<file path="src/rtl/timer_bus_pkg.sv">
package timer_bus_pkg;

  typedef enum logic [1:0] {
    ACC_LATCH = 2'b00,
    ACC_LO    = 2'b01,
    ACC_HI    = 2'b10,
    ACC_WORD  = 2'b11
  } acc_e;

  typedef struct packed {
    acc_e       acc;
    logic [2:0] mode;
    logic       bcd;
  } chan_cfg_t;

  localparam int CFG_W = $bits(chan_cfg_t);

endpackage

</file>
<file path="src/rtl/timer_bus_strobe.sv">
module timer_bus_strobe #(
  parameter int AW = 2
) (
  input  logic          clk,
  input  logic          rst_n,
  input  logic          cs_n,
  input  logic          stb_n,
  input  logic [AW-1:0] addr,
  output logic          act,
  output logic          done,
  output logic [AW-1:0] addr_q
);

  logic act_q;

  always_comb begin
    act  = ~cs_n & ~stb_n;
    done = act_q & ~act;
  end

  always_ff @(posedge clk or negedge rst_n) begin
    if (!rst_n) begin
      act_q  <= 1'b0;
      addr_q <= '0;
    end else begin
      act_q <= act;
      if (act) addr_q <= addr;
    end
  end

endmodule

</file>
<file path="src/rtl/timer_bus_decode.sv">
module timer_bus_decode
  import timer_bus_pkg::*;
#(
  parameter int NCH = 3,
  parameter int AW  = 2,
  parameter int DW  = 8
) (
  input  logic          wr_done,
  input  logic [AW-1:0] wr_addr,
  input  logic [DW-1:0] wr_data,
  input  logic          rd_done,
  input  logic [AW-1:0] rd_addr,
  output chan_cfg_t     cfg_new,
  output logic          is_prog,
  output logic          is_latch,
  output logic          is_rb,
  output logic [NCH-1:0] prog,
  output logic [NCH-1:0] cnt_latch,
  output logic [NCH-1:0] sts_latch,
  output logic [NCH-1:0] cnt_wr,
  output logic [NCH-1:0] cnt_rd
);

  localparam logic [AW-1:0] CTRL_ADDR = AW'(NCH);

  logic       ctl_wr;
  logic [1:0] sel;
  logic [1:0] acc;

  always_comb begin
    ctl_wr   = wr_done && (wr_addr == CTRL_ADDR);
    sel      = wr_data[7:6];
    acc      = wr_data[5:4];
    cfg_new  = chan_cfg_t'(wr_data[CFG_W-1:0]);
    is_rb    = ctl_wr && (sel == 2'b11);
    is_prog  = ctl_wr && (sel != 2'b11) && (acc != 2'b00);
    is_latch = ctl_wr && (sel != 2'b11) && (acc == 2'b00);
  end

  for (genvar i = 0; i < NCH; i++) begin : g_dec
    always_comb begin
      prog[i]      = is_prog && (sel == 2'(i));
      cnt_latch[i] = (is_latch && (sel == 2'(i))) ||
                     (is_rb && !wr_data[5] && wr_data[1+i]);
      sts_latch[i] = is_rb && !wr_data[4] && wr_data[1+i];
      cnt_wr[i]    = wr_done && (wr_addr == AW'(i));
      cnt_rd[i]    = rd_done && (rd_addr == AW'(i));
    end
  end

endmodule

</file>
<file path="src/rtl/timer_bus_chan.sv">
module timer_bus_chan
  import timer_bus_pkg::*;
#(
  parameter int DW    = 8,
  parameter int CNT_W = 16
) (
  input  logic          clk,
  input  logic          rst_n,
  input  logic          prog,
  input  chan_cfg_t     cfg_in,
  input  logic          cnt_latch,
  input  logic          sts_latch,
  input  logic          cnt_wr,
  input  logic [DW-1:0] wr_byte,
  input  logic          cnt_rd,
  input  logic          cnt_en,
  output logic [DW-1:0] rd_byte,
  output logic          out,
  output logic          null_cnt
);

  localparam int HI = CNT_W - 1;
  localparam int LO = CNT_W - DW;

  chan_cfg_t        cfg_q, cfg_d;
  logic [CNT_W-1:0] cr_q, cr_d;
  logic [CNT_W-1:0] ce_q, ce_d;
  logic [CNT_W-1:0] ol_q, ol_d;
  logic             ol_vld_q, ol_vld_d;
  logic [DW-1:0]    sts_q, sts_d;
  logic             sts_vld_q, sts_vld_d;
  logic             wr_hi_q, wr_hi_d;
  logic             rd_hi_q, rd_hi_d;
  logic             null_q, null_d;
  logic [CNT_W-1:0] view;

  always_comb begin
    out      = (ce_q == '0);
    null_cnt = null_q;
    view     = ol_vld_q ? ol_q : ce_q;
    if (sts_vld_q) begin
      rd_byte = sts_q;
    end else begin
      unique case (cfg_q.acc)
        ACC_LO:   rd_byte = view[DW-1:0];
        ACC_HI:   rd_byte = view[HI:LO];
        ACC_WORD: rd_byte = rd_hi_q ? view[HI:LO] : view[DW-1:0];
        default:  rd_byte = '0;
      endcase
    end
  end

  always_comb begin
    cfg_d     = cfg_q;
    cr_d      = cr_q;
    ce_d      = cnt_en ? ce_q - CNT_W'(1) : ce_q;
    ol_d      = ol_q;
    ol_vld_d  = ol_vld_q;
    sts_d     = sts_q;
    sts_vld_d = sts_vld_q;
    wr_hi_d   = wr_hi_q;
    rd_hi_d   = rd_hi_q;
    null_d    = null_q;
    if (prog) begin
      cfg_d     = cfg_in;
      cr_d      = '0;
      null_d    = 1'b1;
      wr_hi_d   = 1'b0;
      rd_hi_d   = 1'b0;
      ol_vld_d  = 1'b0;
      sts_vld_d = 1'b0;
    end else begin
      if (cnt_wr) begin
        unique case (cfg_q.acc)
          ACC_LO: begin
            cr_d[DW-1:0] = wr_byte;
            ce_d         = cr_d;
            null_d       = 1'b0;
          end
          ACC_HI: begin
            cr_d[HI:LO] = wr_byte;
            ce_d        = cr_d;
            null_d      = 1'b0;
          end
          ACC_WORD: begin
            if (!wr_hi_q) begin
              cr_d[DW-1:0] = wr_byte;
              wr_hi_d      = 1'b1;
            end else begin
              cr_d[HI:LO] = wr_byte;
              wr_hi_d     = 1'b0;
              ce_d        = cr_d;
              null_d      = 1'b0;
            end
          end
          default: ;
        endcase
      end
      if (cnt_rd) begin
        if (sts_vld_q) begin
          sts_vld_d = 1'b0;
        end else begin
          unique case (cfg_q.acc)
            ACC_LO, ACC_HI: ol_vld_d = 1'b0;
            ACC_WORD: begin
              rd_hi_d = ~rd_hi_q;
              if (rd_hi_q) ol_vld_d = 1'b0;
            end
            default: ;
          endcase
        end
      end
      if (cnt_latch && !ol_vld_q) begin
        ol_d     = ce_q;
        ol_vld_d = 1'b1;
      end
      if (sts_latch && !sts_vld_q) begin
        sts_d     = {out, null_q, cfg_q};
        sts_vld_d = 1'b1;
      end
    end
  end

  always_ff @(posedge clk or negedge rst_n) begin
    if (!rst_n) begin
      cfg_q     <= '0;
      cr_q      <= '0;
      ce_q      <= '0;
      ol_q      <= '0;
      ol_vld_q  <= 1'b0;
      sts_q     <= '0;
      sts_vld_q <= 1'b0;
      wr_hi_q   <= 1'b0;
      rd_hi_q   <= 1'b0;
      null_q    <= 1'b0;
    end else begin
      cfg_q     <= cfg_d;
      cr_q      <= cr_d;
      ce_q      <= ce_d;
      ol_q      <= ol_d;
      ol_vld_q  <= ol_vld_d;
      sts_q     <= sts_d;
      sts_vld_q <= sts_vld_d;
      wr_hi_q   <= wr_hi_d;
      rd_hi_q   <= rd_hi_d;
      null_q    <= null_d;
    end
  end

endmodule

</file>
<file path="src/rtl/timer_bus_ctrl.sv">
module timer_bus_ctrl
  import timer_bus_pkg::*;
#(
  parameter int NCH   = 3,
  parameter int AW    = 2,
  parameter int DW    = 8,
  parameter int CNT_W = 16
) (
  input  logic           clk,
  input  logic           rst_n,
  input  logic           cs_n,
  input  logic           rd_n,
  input  logic           wr_n,
  input  logic [AW-1:0]  addr,
  input  logic [DW-1:0]  wdata,
  input  logic [NCH-1:0] cnt_en,
  output logic [DW-1:0]  rdata,
  output logic [NCH-1:0] chan_out
);

  logic           wr_act, wr_done, rd_act, rd_done;
  logic [AW-1:0]  wr_addr_q, rd_addr_q;
  logic [DW-1:0]  wr_data_q;
  chan_cfg_t      cfg_new;
  logic           is_prog, is_latch, is_rb;
  logic [NCH-1:0] prog_v, cnt_latch_v, sts_latch_v, cnt_wr_v, cnt_rd_v;
  logic [NCH-1:0] chan_null;
  logic [DW-1:0]  chan_rd [NCH];

  timer_bus_strobe #(.AW(AW)) u_wr_stb (
    .clk(clk), .rst_n(rst_n), .cs_n(cs_n), .stb_n(wr_n), .addr(addr),
    .act(wr_act), .done(wr_done), .addr_q(wr_addr_q)
  );

  timer_bus_strobe #(.AW(AW)) u_rd_stb (
    .clk(clk), .rst_n(rst_n), .cs_n(cs_n), .stb_n(rd_n), .addr(addr),
    .act(rd_act), .done(rd_done), .addr_q(rd_addr_q)
  );

  always_ff @(posedge clk or negedge rst_n) begin
    if (!rst_n) wr_data_q <= '0;
    else if (wr_act) wr_data_q <= wdata;
  end

  timer_bus_decode #(.NCH(NCH), .AW(AW), .DW(DW)) u_dec (
    .wr_done(wr_done), .wr_addr(wr_addr_q), .wr_data(wr_data_q),
    .rd_done(rd_done), .rd_addr(rd_addr_q),
    .cfg_new(cfg_new), .is_prog(is_prog), .is_latch(is_latch), .is_rb(is_rb),
    .prog(prog_v), .cnt_latch(cnt_latch_v), .sts_latch(sts_latch_v),
    .cnt_wr(cnt_wr_v), .cnt_rd(cnt_rd_v)
  );

  for (genvar i = 0; i < NCH; i++) begin : g_chan
    timer_bus_chan #(.DW(DW), .CNT_W(CNT_W)) u_chan (
      .clk(clk), .rst_n(rst_n),
      .prog(prog_v[i]), .cfg_in(cfg_new),
      .cnt_latch(cnt_latch_v[i]), .sts_latch(sts_latch_v[i]),
      .cnt_wr(cnt_wr_v[i]), .wr_byte(wr_data_q),
      .cnt_rd(cnt_rd_v[i]), .cnt_en(cnt_en[i]),
      .rd_byte(chan_rd[i]), .out(chan_out[i]), .null_cnt(chan_null[i])
    );
  end

  always_comb begin
    rdata = '0;
    for (int i = 0; i < NCH; i++) begin
      if (rd_act && (addr == AW'(i))) rdata = chan_rd[i];
    end
  end

endmodule

</file>
<file path="config.mk">
export PLATFORM = sky130hd
export DESIGN_NAME = timer_bus_ctrl
export DESIGN_NICKNAME = d
export VERILOG_FILES = /design/src/rtl/timer_bus_pkg.sv /design/src/rtl/timer_bus_strobe.sv /design/src/rtl/timer_bus_decode.sv /design/src/rtl/timer_bus_chan.sv /design/src/rtl/timer_bus_ctrl.sv
export SDC_FILE = /design/constraint.sdc
export NUM_CORES = 1
export LEC_CHECK = 0
export BUFFER_PORTS_ARGS = -buffer_cell sky130_fd_sc_hd__buf_4
export CAP_MARGIN = 0
export CORE_ASPECT_RATIO = 1.75
export CORE_UTILIZATION = 55
export CTS_CLUSTER_SIZE = 28
export DETAILED_ROUTE_END_ITERATION = 16
export PLACE_DENSITY_LB_ADDON = 0.2
export SETUP_SLACK_MARGIN = 0.05
export SLEW_MARGIN = 20
export SYNTH_ARGS = -nofsm -noshare
export SYNTH_HDL_FRONTEND = slang
export SYNTH_SLANG_ARGS = --single-unit
export TNS_END_PERCENT = 5
</file>
<file path="constraint.sdc">
create_clock -name clk -period 4.25 [get_ports clk]
set_input_delay 0.85 -clock clk [delete_from_list [all_inputs] [get_ports clk]]
set_output_delay 0.85 -clock clk [all_outputs]
set_load 0.1 [all_outputs]
</file>
==> results.toml, run 1 <==
[sta]
final-hold-violation-count = 0
rsz0062_at_grt = "no"
fin_skew_ns = 0.0243
fin_crit_sh_pct = 90.4
slew_headroom_pct = 28.6
slew_violations = 0
setup_ws_ns = 0.409
finalSetupViolCount = 0
tightest_slew_ns = 1.07
fmax_ghz = 0.260
period_needed_ns = 3.84

[pwr]
switching_power_w = 0.00268
power_leakage_nw = 5.14
cellPowerDensity_nw_per_um2 = 590
p_comb_share_pct = 27.0
internal_power_w = 0.00461
peakVddDrop_mv = 0.475
p_sw_share_pct = 36.7
p_clk_share_pct = 28.4
p_seq_share_pct = 44.6

[clock_network]
insertion_delay_ns = 0.52
cts_resized = 0
cts_sinks = 215
clkTransAtPathRegs_ns = 0.06
cts_setup_buffers = 0
clockRootBuffer = "clkbuf_16"
hold_buffers = 0
cts_tree = "built"
cts-buffers-inserted = 22
h-tree-depth = 1
cts_buffer_depth = 3

[yosys]
synth-seq-area-share_pct = 48.1
ys_ff_latch = 215
netlist_instances = 1005
synth_area_leaders = "dfrtp_1, mux2_2, mux2i_1"
synth_compound_area_share_pct = 16.0
yosysTopAreaCell = "dfrtp_1"
synth_xor_area_share_pct = 3.60
syn_avg_cell_area_um2 = 11.1
synth_top_area_share_pct = 48.1
synth.distinct_cells = 67
muxShareOfSynthArea_pct = 16.2
synthSimpleGateAreaFrac_pct = 11.6
yosysWarnings = 0
async_flop_share_pct = 100
synth_top_family_by_area = "multiplexers"
syn_area_um2 = 11200
ys.flop_type = "dfrtp_1"
synth_nets = 1029
synthAdderAreaFrac_pct = 0.671
synth_edf_count = 0

[cells_and_area]
layout_commonest_cell = "dfrtp_1"
final_util_pct = 62.3
drive_above_1_share_pct = 20.7
diodes = 0
area_growth_syn_to_layout_pct = 10.4
final_cell_mix = "dfrtp_1, mux2_2, mux2i_1, nor2_1, buf_4"
nets = 1024

[status]
outcome = "finished, final reports clean"

[global_route]
grtUsageMet1_pct = 35.7
grtUsageTotal_pct = 30.9
grt_pass1_wl_mm = 48.5
grt_overflow_total = 0
grt.met3_usage_pct = 3.62
antenna_found_initial = 0
grt-busiest-layer = "met2"
met2_usage_pct = 53.0
grt_max_degree = 125
grt_pass1_vias = 8681

[routing]
routed_wl_mm = 30.6
drtAntennaViolNets = 0
drc = 0
via_per_inst = 6.56
vias = 8268
wl_per_cell_um = 24.2
drt_iter0_drc = 566
drt_pre_antenna_iters = 5

[die]
core_area_um2 = 19800
start_util_pct = 56.4
num_rows = 68
num_io_pins = 29
die_h_um = 191
fp.dieArea_um2 = 20900
die_x_um = 110

[setup_path]
worstSetupPathType = "reg2out"
reg2reg_to = "g_chan[0].u_chan.ol_q[15]$_DFFE_PN0P_"
r2r_slack_ns = 1.48
ff2ff_path_depth = 4
rr_startpoint = "u_wr_stb.addr_q[0]$_DFFE_PN0P_"
crit_fanout = 18
start_kind = "register"
crit_arrival_ns = 2.99
endpoint_kind = "primary output"
cp.required_ns = 3.40

[run]
max-cap-violations = 0

[placement]
dpl_worst_slack_ns = 0.765
gp_congestion = 0.912
port_buffers = 28
place_hpwl_mm = 21.3

[worst_hold_path]
hp-class = "in2async"
flip-flops by register name, indices dropped and copies added (netlist names):
| register | flops |
|---|---|
| g_chan.u_chan.ce_q | 48 |
| g_chan.u_chan.cr_q | 48 |
| g_chan.u_chan.ol_q | 48 |
| g_chan.u_chan.sts_q | 24 |
| g_chan.u_chan.cfg_q | 18 |
| wr_data_q | 8 |
| g_chan.u_chan.null_cnt | 3 |
| g_chan.u_chan.ol_vld_q | 3 |
| g_chan.u_chan.rd_hi_q | 3 |
| g_chan.u_chan.sts_vld_q | 3 |
| g_chan.u_chan.wr_hi_q | 3 |
| u_rd_stb.addr_q | 2 |
| u_wr_stb.addr_q | 2 |
| u_rd_stb.act_q | 1 |
| u_wr_stb.act_q | 1 |
critical path: stages, from the launching register on:
cell and delay [ns]:
dfrtp_1 0.96, mux2i_1 0.17, o32ai_1 0.66, a2bb2oi_1 0.19, a21oi_1 0.18, buf_4 0.31
layer usage:
metal  wire [µm]  part of all wire, %
met1       11300                   37
met2       15900                   52
met3        1190                  3.9
met4        2160                  7.1
met5           0                    0
per-stage QoR:
stage | TNS [ns] | hold slack (ns) | std cells | power, W | instance area, µm²
global placement | 0 | 0.461 | 1221 | 0.00515 | 11600
global route | 0 | 0.511 | 1261 | 0.00764 | 12300
floorplan | -1.50 | 0.441 | 1005 | 0.00446 | 11200
CTS | 0 | 0.491 | 1261 | 0.00729 | 12300
finish | 0 | 0.430 | 1261 | 0.00729 | 12300
detailed placement | 0 | 0.477 | 1221 | 0.00521 | 11600
power groups by stage:
stage | registers, W | logic, W | clock network, W
after global placement | 0.00326 | 0.00190 | 0
final | 0.00325 | 0.00197 | 0.00207
after global routing | 0.00331 | 0.00216 | 0.00217
after detailed placement | 0.00327 | 0.00194 | 0
after floorplan | 0.00290 | 0.00156 | 0
after CTS | 0.00324 | 0.00195 | 0.00210
how the worst max path moves through the flow:
stage | startpoint | endpoint | depth (start not counted)
floorplan | cs_n | rdata[1] | 5
global placement | cs_n | rdata[4] | 7
detailed placement | cs_n | rdata[4] | 7
CTS | g_chan[1].u_chan.ol_vld_q$_DFFE_PN0P_ | rdata[7] | 5
global route | g_chan[1].u_chan.ol_vld_q$_DFFE_PN0P_ | rdata[5] | 5
finish | g_chan[1].u_chan.ol_vld_q$_DFFE_PN0P_ | rdata[7] | 5
synthesized netlist by cell type, types with 3 or more instances:
| library cell | instances |
|---|---|
| nand4_1 | 11 |
| xnor2_1 | 17 |
| o32ai_1 | 25 |
| inv_1 | 15 |
| o21ai_0 | 30 |
| nand2_1 | 45 |
| nor4_1 | 10 |
| mux2_4 | 9 |
| xor2_1 | 29 |
| ha_1 | 6 |
| buf_4 | 5 |
| a22oi_1 | 48 |
| nor3b_4 | 3 |
| o2bb2ai_1 | 13 |
| nand3_1 | 21 |
| buf_1 | 3 |
| nor4_2 | 5 |
| nand3b_1 | 4 |
| nor2_1 | 58 |
| nand2b_1 | 7 |
| nor3_1 | 12 |
| o22ai_1 | 45 |
| mux2_1 | 5 |
| buf_2 | 14 |
| clkinv_1 | 3 |
| o221ai_1 | 4 |
| buf_6 | 3 |
| nand4b_1 | 7 |
| nor2b_1 | 9 |
| mux2_2 | 83 |
| a2bb2oi_1 | 8 |
| o211ai_1 | 4 |
| o21a_1 | 3 |
| nor3b_1 | 5 |
| clkbuf_1 | 57 |
| dfrtp_1 | 215 |
| a21oi_1 | 26 |
| a21bo_2 | 4 |
| mux2i_1 | 68 |
| a32oi_1 | 8 |
| a221oi_1 | 8 |
| or4_1 | 9 |
| o21bai_1 | 7 |
| or3_1 | 4 |
cell type report:
| class | instances | area [µm²] |
|---|---|---|
| flip-flops and latches | 215 | 5380 |
| inverters | 18 | 67.6 |
| fillers | 1630 | 7480 |
| clock inverters | 9 | 133 |
| repair buffers | 53 | 418 |
| well taps | 245 | 307 |
| clock buffers | 31 | 636 |
| multi-input cells | 690 | 5410 |
cells by family after synthesis:
logic type | after synthesis
AOI/OAI and AO/OA | 247
xor gates and xnor gates | 46
adders and majority gates | 6
buffers and inverters | 100
DFF | 215
muxes | 165
and+or+nand+nor | 226
Power figures use the tool's default switching activity.
==> inputs of run 2 (changes only) <==
--- a/config.mk
+++ b/config.mk
@@ -5,6 +5,7 @@
 export SDC_FILE = /design/constraint.sdc
 export NUM_CORES = 1
 export LEC_CHECK = 0
+export ABC_AREA = 1
 export BUFFER_PORTS_ARGS = -buffer_cell sky130_fd_sc_hd__buf_4
 export CAP_MARGIN = 0
 export CORE_ASPECT_RATIO = 1.75
==> run 2 against run 1 <==
Compared with the run above:
- routed wire length up 5.5%
- sequential share of layout area down 0.62 points
- synthesized cell count rose by 59%
- synthesized area rose by 3.8%
- critical endpoint unchanged
- combinational power up 13%
- clock power shrank 13%
- register-to-register slack better by 0.33 ns
- first-iteration DRC count is 10% higher
- sequential cell count stayed put
- highest routed layer unchanged
- the run now ends with design-rule violations left
- clock skew shrank 0.0098 ns
- core utilization decreased by 1.9 points
==> results.toml, run 2 <==
[die]
num_io_pins = 29
fp.dieArea_um2 = 21700
core_area_um2 = 20800
start_util_pct = 55.9
num_rows = 70
die_x_um = 112
die_h_um = 194

[routing]
vias = 10400
drt_pre_antenna_iters = 12
drt_iter0_drc = 624
drtAntennaViolNets = 0
via_per_inst = 5.59
routed_wl_mm = 32.2
drc = 1
wl_per_cell_um = 17.4

[clock_network]
hold_buffers = 0
cts_buffer_depth = 3
cts_tree = "built"
cts_sinks = 215
cts_setup_buffers = 0
clkTransAtPathRegs_ns = 0.07
cts-buffers-inserted = 21
h-tree-depth = 1
cts_resized = 0
clockRootBuffer = "clkbuf_16"
insertion_delay_ns = 0.51

[sta]
period_needed_ns = 3.54
slew_violations = 0
final-hold-violation-count = 0
tightest_slew_ns = 0.953
finalSetupTns_ns = 0
fmax_ghz = 0.282
fin_skew_ns = 0.0145
rsz0062_at_grt = "no"
fin_crit_sh_pct = 83.4
slew_headroom_pct = 36.3
finalSetupViolCount = 0

[placement]
placed_cell_area_um2 = 11900
port_buffers = 28
place_hpwl_mm = 23.5
gp_congestion = 0.915

[yosys]
syn_area_um2 = 11600
yosysMostFrequentCell = "nand2_1"
synth-seq-area-share_pct = 46.3
synth.distinct_cells = 42
synth_area_leaders = "dfrtp_1, nand2_1, o21ai_0"
syn_avg_cell_area_um2 = 7.25
ys.flop_type = "dfrtp_1"
synth_top_area_share_pct = 46.3
synth_edf_count = 0
yosysTopAreaCell = "dfrtp_1"
synth_nets = 1626
ys_ff_latch = 215
synth_common_cells = "nand2_1, dfrtp_1, o21ai_0"
yosysWarnings = 0
async_flop_share_pct = 100
netlist_instances = 1602

[setup_path]
path_buf_inv = 2
cp.required_ns = 3.40
crit_arrival_ns = 2.69
crit_family = "compound AO/OA/AOI/OAI gates"
crit_top_cell = "nand2_1"
worstPathCellList = "inv_1 > a21oi_1 > nand2_1 > nand2_1 > nand2_1 > o21ai_0 > nand2_1 > nand3_1 > buf_4"
slowest_stage = "a21oi_1"
start_kind = "register"
worstSetupPathType = "reg2out"
max_stage_delay_ns = 0.66
endpoint_kind = "primary output"
crit_fanout = 13

[cells_and_area]
top_regs = "g_chan.u_chan.ce_q: 48 flops, g_chan.u_chan.cr_q: 48 flops, g_chan.u_chan.ol_q: 48 flops"
multi_input_area_um2 = 5400
stdcell_area_um2 = 12500
diodes = 0
layout_commonest_cell = "nand2_1"
nets = 1619
fillCellCount = 1934
final_cell_mix = "nand2_1, dfrtp_1, o21ai_0, inv_1, nand3_1"
regArea_um2 = 5380
drive_above_1_share_pct = 5.98
area_growth_syn_to_layout_pct = 7.88

[run]
max-cap-violations = 0

[global_route]
grt_overflow_total = 0
grt_pass1_vias = 10100
antenna_found_initial = 0
grt_pass1_wl_mm = 52.2
grtUsageTotal_pct = 30.8
grt_max_degree = 114

[worst_hold_path]
hp-class = "in2async"

[pwr]
power_leakage_nw = 6.37
peakVddDrop_mv = 0.371
cellPowerDensity_nw_per_um2 = 570

[status]
outcome = "finished, violations left"
failed_checks = "design-rule violations"
[run 2: cell types whose count changed after synthesis, moves of 68 or more]
cell / previous run / this run
nand2_1: 45 / 655
mux2i_1: 68 / 0
mux2_2: 83 / 0
nand3_1: 21 / 116
o21ai_0: 30 / 166
inv_1: 15 / 128
[run 2: area by class of cell]
class	instances	area share, %
clock buffers	26	4.58
clock inverters	7	0.509
inverters	137	4.11
multi-input cells	1186	43.1
flip-flops and latches	215	42.9
well taps	252	2.52
repair buffers	34	2.20
[run 2: per-layer routing]
layer / part of all wire [%] / wire length (µm) / vias to the layer above / track usage [%]
met5: 0 / 0 / - / 0
met3: 4.1 / 1310 / 120 / 3.31
li1: - / - / 5119 / -
met4: 6.5 / 2110 / 0 / 18.9
met1: 38 / 12100 / 4849 / 34.4
met2: 52 / 16700 / 290 / 55.5
[run 2: worst register-to-register path, cell delays in order, from the launching register on]
cell and delay (ns):
dfrtp_1 0.52, nor2_1 0.29, inv_2 0.16, nor3_1 0.17, nand2_1 0.08, nand2_1 0.15, nand2_1 0.57, o21ai_0 0.40
[run 2: final timing paths]
check                                                      startpoint                                     to  slack, ns  cells past startpoint
min in group clk                g_chan[0].u_chan.cfg_q[3]$_DFFE_PN0P_  g_chan[0].u_chan.sts_q[3]$_DFFE_PN0P_       0.47                      2
worst min-delay path                                            rst_n   g_chan[2].u_chan.ol_q[0]$_DFFE_PN0P_       0.36                      1
worst max register to register               wr_data_q[5]$_DFFE_PN0P_   g_chan[1].u_chan.ol_q[3]$_DFFE_PN0P_       1.81                      7
worst min register to register  g_chan[0].u_chan.cfg_q[3]$_DFFE_PN0P_  g_chan[0].u_chan.sts_q[3]$_DFFE_PN0P_       0.47                      2
max in group asynchronous                                       rst_n  g_chan[0].u_chan.cfg_q[3]$_DFFE_PN0P_       2.89                      2
worst max-delay path            g_chan[0].u_chan.cfg_q[5]$_DFFE_PN0P_                               rdata[7]       0.71                      9
[run 2: power by group]
group          switching [W]  internal, W
clock               0.000798      0.00101
combinational        0.00153     0.000690
sequential          0.000515      0.00260
[run 2: kinds of logic after synthesis]
logic type,after synthesis,share of synthesized area [%]
compound gates,245,11.4
xor+xnor,23,1.73
fa+ha+maj,6,0.646
buf+inv,201,7.13
flops,215,46.3
simple gates,912,32.7
[run 2: stage by stage]
stage | hold slack, ns | std cells | util (%) | setup slack (ns) | total power (W)
3_5_place_dp | 0.459 | 1824 | 57.3 | 0.932 | 0.00533
6_report | 0.362 | 1857 | 60.3 | 0.705 | 0.00714
3_3_place_gp | 0.451 | 1824 | 57.3 | 1.00 | 0.00528
4_1_cts | 0.448 | 1857 | 60.3 | 0.694 | 0.00715
2_1_floorplan | 0.436 | 1602 | - | 0.943 | 0.00457
5_1_grt | 0.462 | 1857 | 60.3 | 0.491 | 0.00759
==> inputs of run 3 (changes only) <==
==> constraint.sdc (replaced) <==
create_clock -name clk -period 2.95 [get_ports clk]
set_input_delay 0.59 -clock clk [delete_from_list [all_inputs] [get_ports clk]]
set_output_delay 0.59 -clock clk [all_outputs]
set_load 0.1 [all_outputs]
==> run 3 against run 2 <==
Compared with the run above:
- the run still ends with design-rule violations left
- largest power group unchanged
- global-route usage increased by 1.0 points
- clock power increased by 57%
- critical path type unchanged
- final cell count increased by 2.1%
- register-to-register slack got worse by 0.93 ns
- critical endpoint is now rdata[6]
- hold slack got worse by 0.29 ns
- sequential share of layout area decreased by 1.3 points
==> results.toml, run 3 (synthesis gave the netlist of run 2 again) <==
[status]
outcome = "finished, violations left"
failed_checks = "design-rule violations"

[global_route]
grt_pass1_wl_mm = 54.1
grt_overflow_total = 0
grt_max_degree = 79
grt_pass1_vias = 10700
antenna_found_initial = 0
grtUsageTotal_pct = 31.8

[clock_network]
clkTransAtPathRegs_ns = 0.07
cts_setup_buffers = 0
cts_resized = 2
cts-buffers-inserted = 22
insertion_delay_ns = 0.51
clockRootBuffer = "clkbuf_16"
cts_sinks = 215
hold_buffers = 0
h-tree-depth = 1
cts_buffer_depth = 3
cts_tree = "built"

[placement]
dpl_worst_slack_ns = 0.457
port_buffers = 28
place_hpwl_mm = 24.6
gp_congestion = 0.975

[setup_path]
crit_fanout = 10
slowest_stage = "dfrtp_1"
r2r_slack_ns = 0.88
ff2ff_path_depth = 10
reg2reg_to = "g_chan[2].u_chan.ce_q[12]$_DFF_PN0_"
worstPathCellList = "a21oi_1 > buf_4 > nand2_1 > a21oi_1 > o21ai_0 > nand3_1 > buf_6"
crit_family = "compound AO/OA/AOI/OAI gates"
max_stage_delay_ns = 0.52
start_kind = "register"
rr_startpoint = "g_chan[2].u_chan.ce_q[0]$_DFF_PN0_"
path_buf_inv = 2
crit_top_cell = "a21oi_1"
endpoint_kind = "primary output"
crit_arrival_ns = 2.25
worstSetupPathType = "reg2out"
setup.worst_path.start = "g_chan[2].u_chan.cfg_q[5]$_DFFE_PN0P_"
cp.required_ns = 2.36

[sta]
setup_ws_ns = 0.113
fmax_ghz = 0.353
holdWs_ns = 0.0685
tightest_slew_ns = 0.839
finalSetupViolCount = 0
final-hold-violation-count = 0
rsz0062_at_grt = "yes"
finalSetupTns_ns = 0
slew_violations = 0
fin_skew_ns = 0.0118
slew_headroom_pct = 43.7
period_needed_ns = 2.84
fin_crit_sh_pct = 96.2

[routing]
routed_wl_mm = 32.8
wl_per_cell_um = 17.3
drtAntennaViolNets = 0
vias = 10500
via_per_inst = 5.56
drt_pre_antenna_iters = 11
drt_iter0_drc = 702
drc = 1

[pwr]
cellPowerDensity_nw_per_um2 = 823
switching_power_w = 0.00415
p_comb_share_pct = 31.8
fin_total_pwr_w = 0.0106
peakVddDrop_mv = 0.541
internal_power_w = 0.00649
p_clk_share_pct = 26.8
p_sw_share_pct = 39.0
power_leakage_nw = 6.59
p_seq_share_pct = 41.5

[die]
die_h_um = 194
start_util_pct = 55.9
num_io_pins = 29
die_x_um = 112
fp.dieArea_um2 = 21700
core_area_um2 = 20800
num_rows = 70

[cells_and_area]
top_regs = "g_chan.u_chan.ce_q: 48 flops, g_chan.u_chan.cr_q: 48 flops, g_chan.u_chan.ol_q: 48 flops"
drive_above_1_share_pct = 8.33
diodes = 0
area_growth_syn_to_layout_pct = 11.3
final_util_pct = 62.2
final_cell_mix = "nand2_1, dfrtp_1, o21ai_0, inv_1, nand3_1"
layout_commonest_cell = "nand2_1"
nets = 1652

[run]
max-cap-violations = 0

[worst_hold_path]
hp-class = "in2async"
-- run 3: worst max-delay path by stage --
stage	end	slack, ns	cells past startpoint
6_report	rdata[6]	0.11	7
5_1_grt	rdata[6]	0.03	8
4_1_cts	rdata[6]	0.03	7
3_5_place_dp	rdata[6]	0.46	7
3_3_place_gp	rdata[6]	0.47	8
2_1_floorplan	rdata[6]	0.16	3
-- run 3: layout make-up --
class	instances	area, µm²
Fill cell	1922	7840
Clock inverter	11	113
Sequential cell	215	5380
Tap cell	252	315
Inverter	137	514
Timing Repair Buffer	66	559
Multi-Input combinational cell	1186	5420
Clock buffer	29	618
-- run 3: stage by stage --
stage,instances,cell area [µm²]
after detailed placement,1856,12200
final,1896,12900
after global routing,1896,12900
after floorplan,1602,11600
after global placement,1856,12200
after CTS,1896,12900
-- run 3: power groups by stage --
stage	sequential, W	clock (W)	combinational [W]
finish	0.00441	0.00285	0.00338
global route	0.00450	0.00300	0.00384
CTS	0.00440	0.00291	0.00335
detailed placement	0.00444	0	0.00333
global placement	0.00442	0	0.00326
floorplan	0.00420	0	0.00239
-- run 3: layer usage --
layer,vias to the layer above,GRT usage [%],wire length (µm)
met4,0,23.5,2710
met5,-,0,0
met2,293,56.6,16700
li1,5192,-,-
met3,137,3.72,1200
met1,4920,34.4,12200
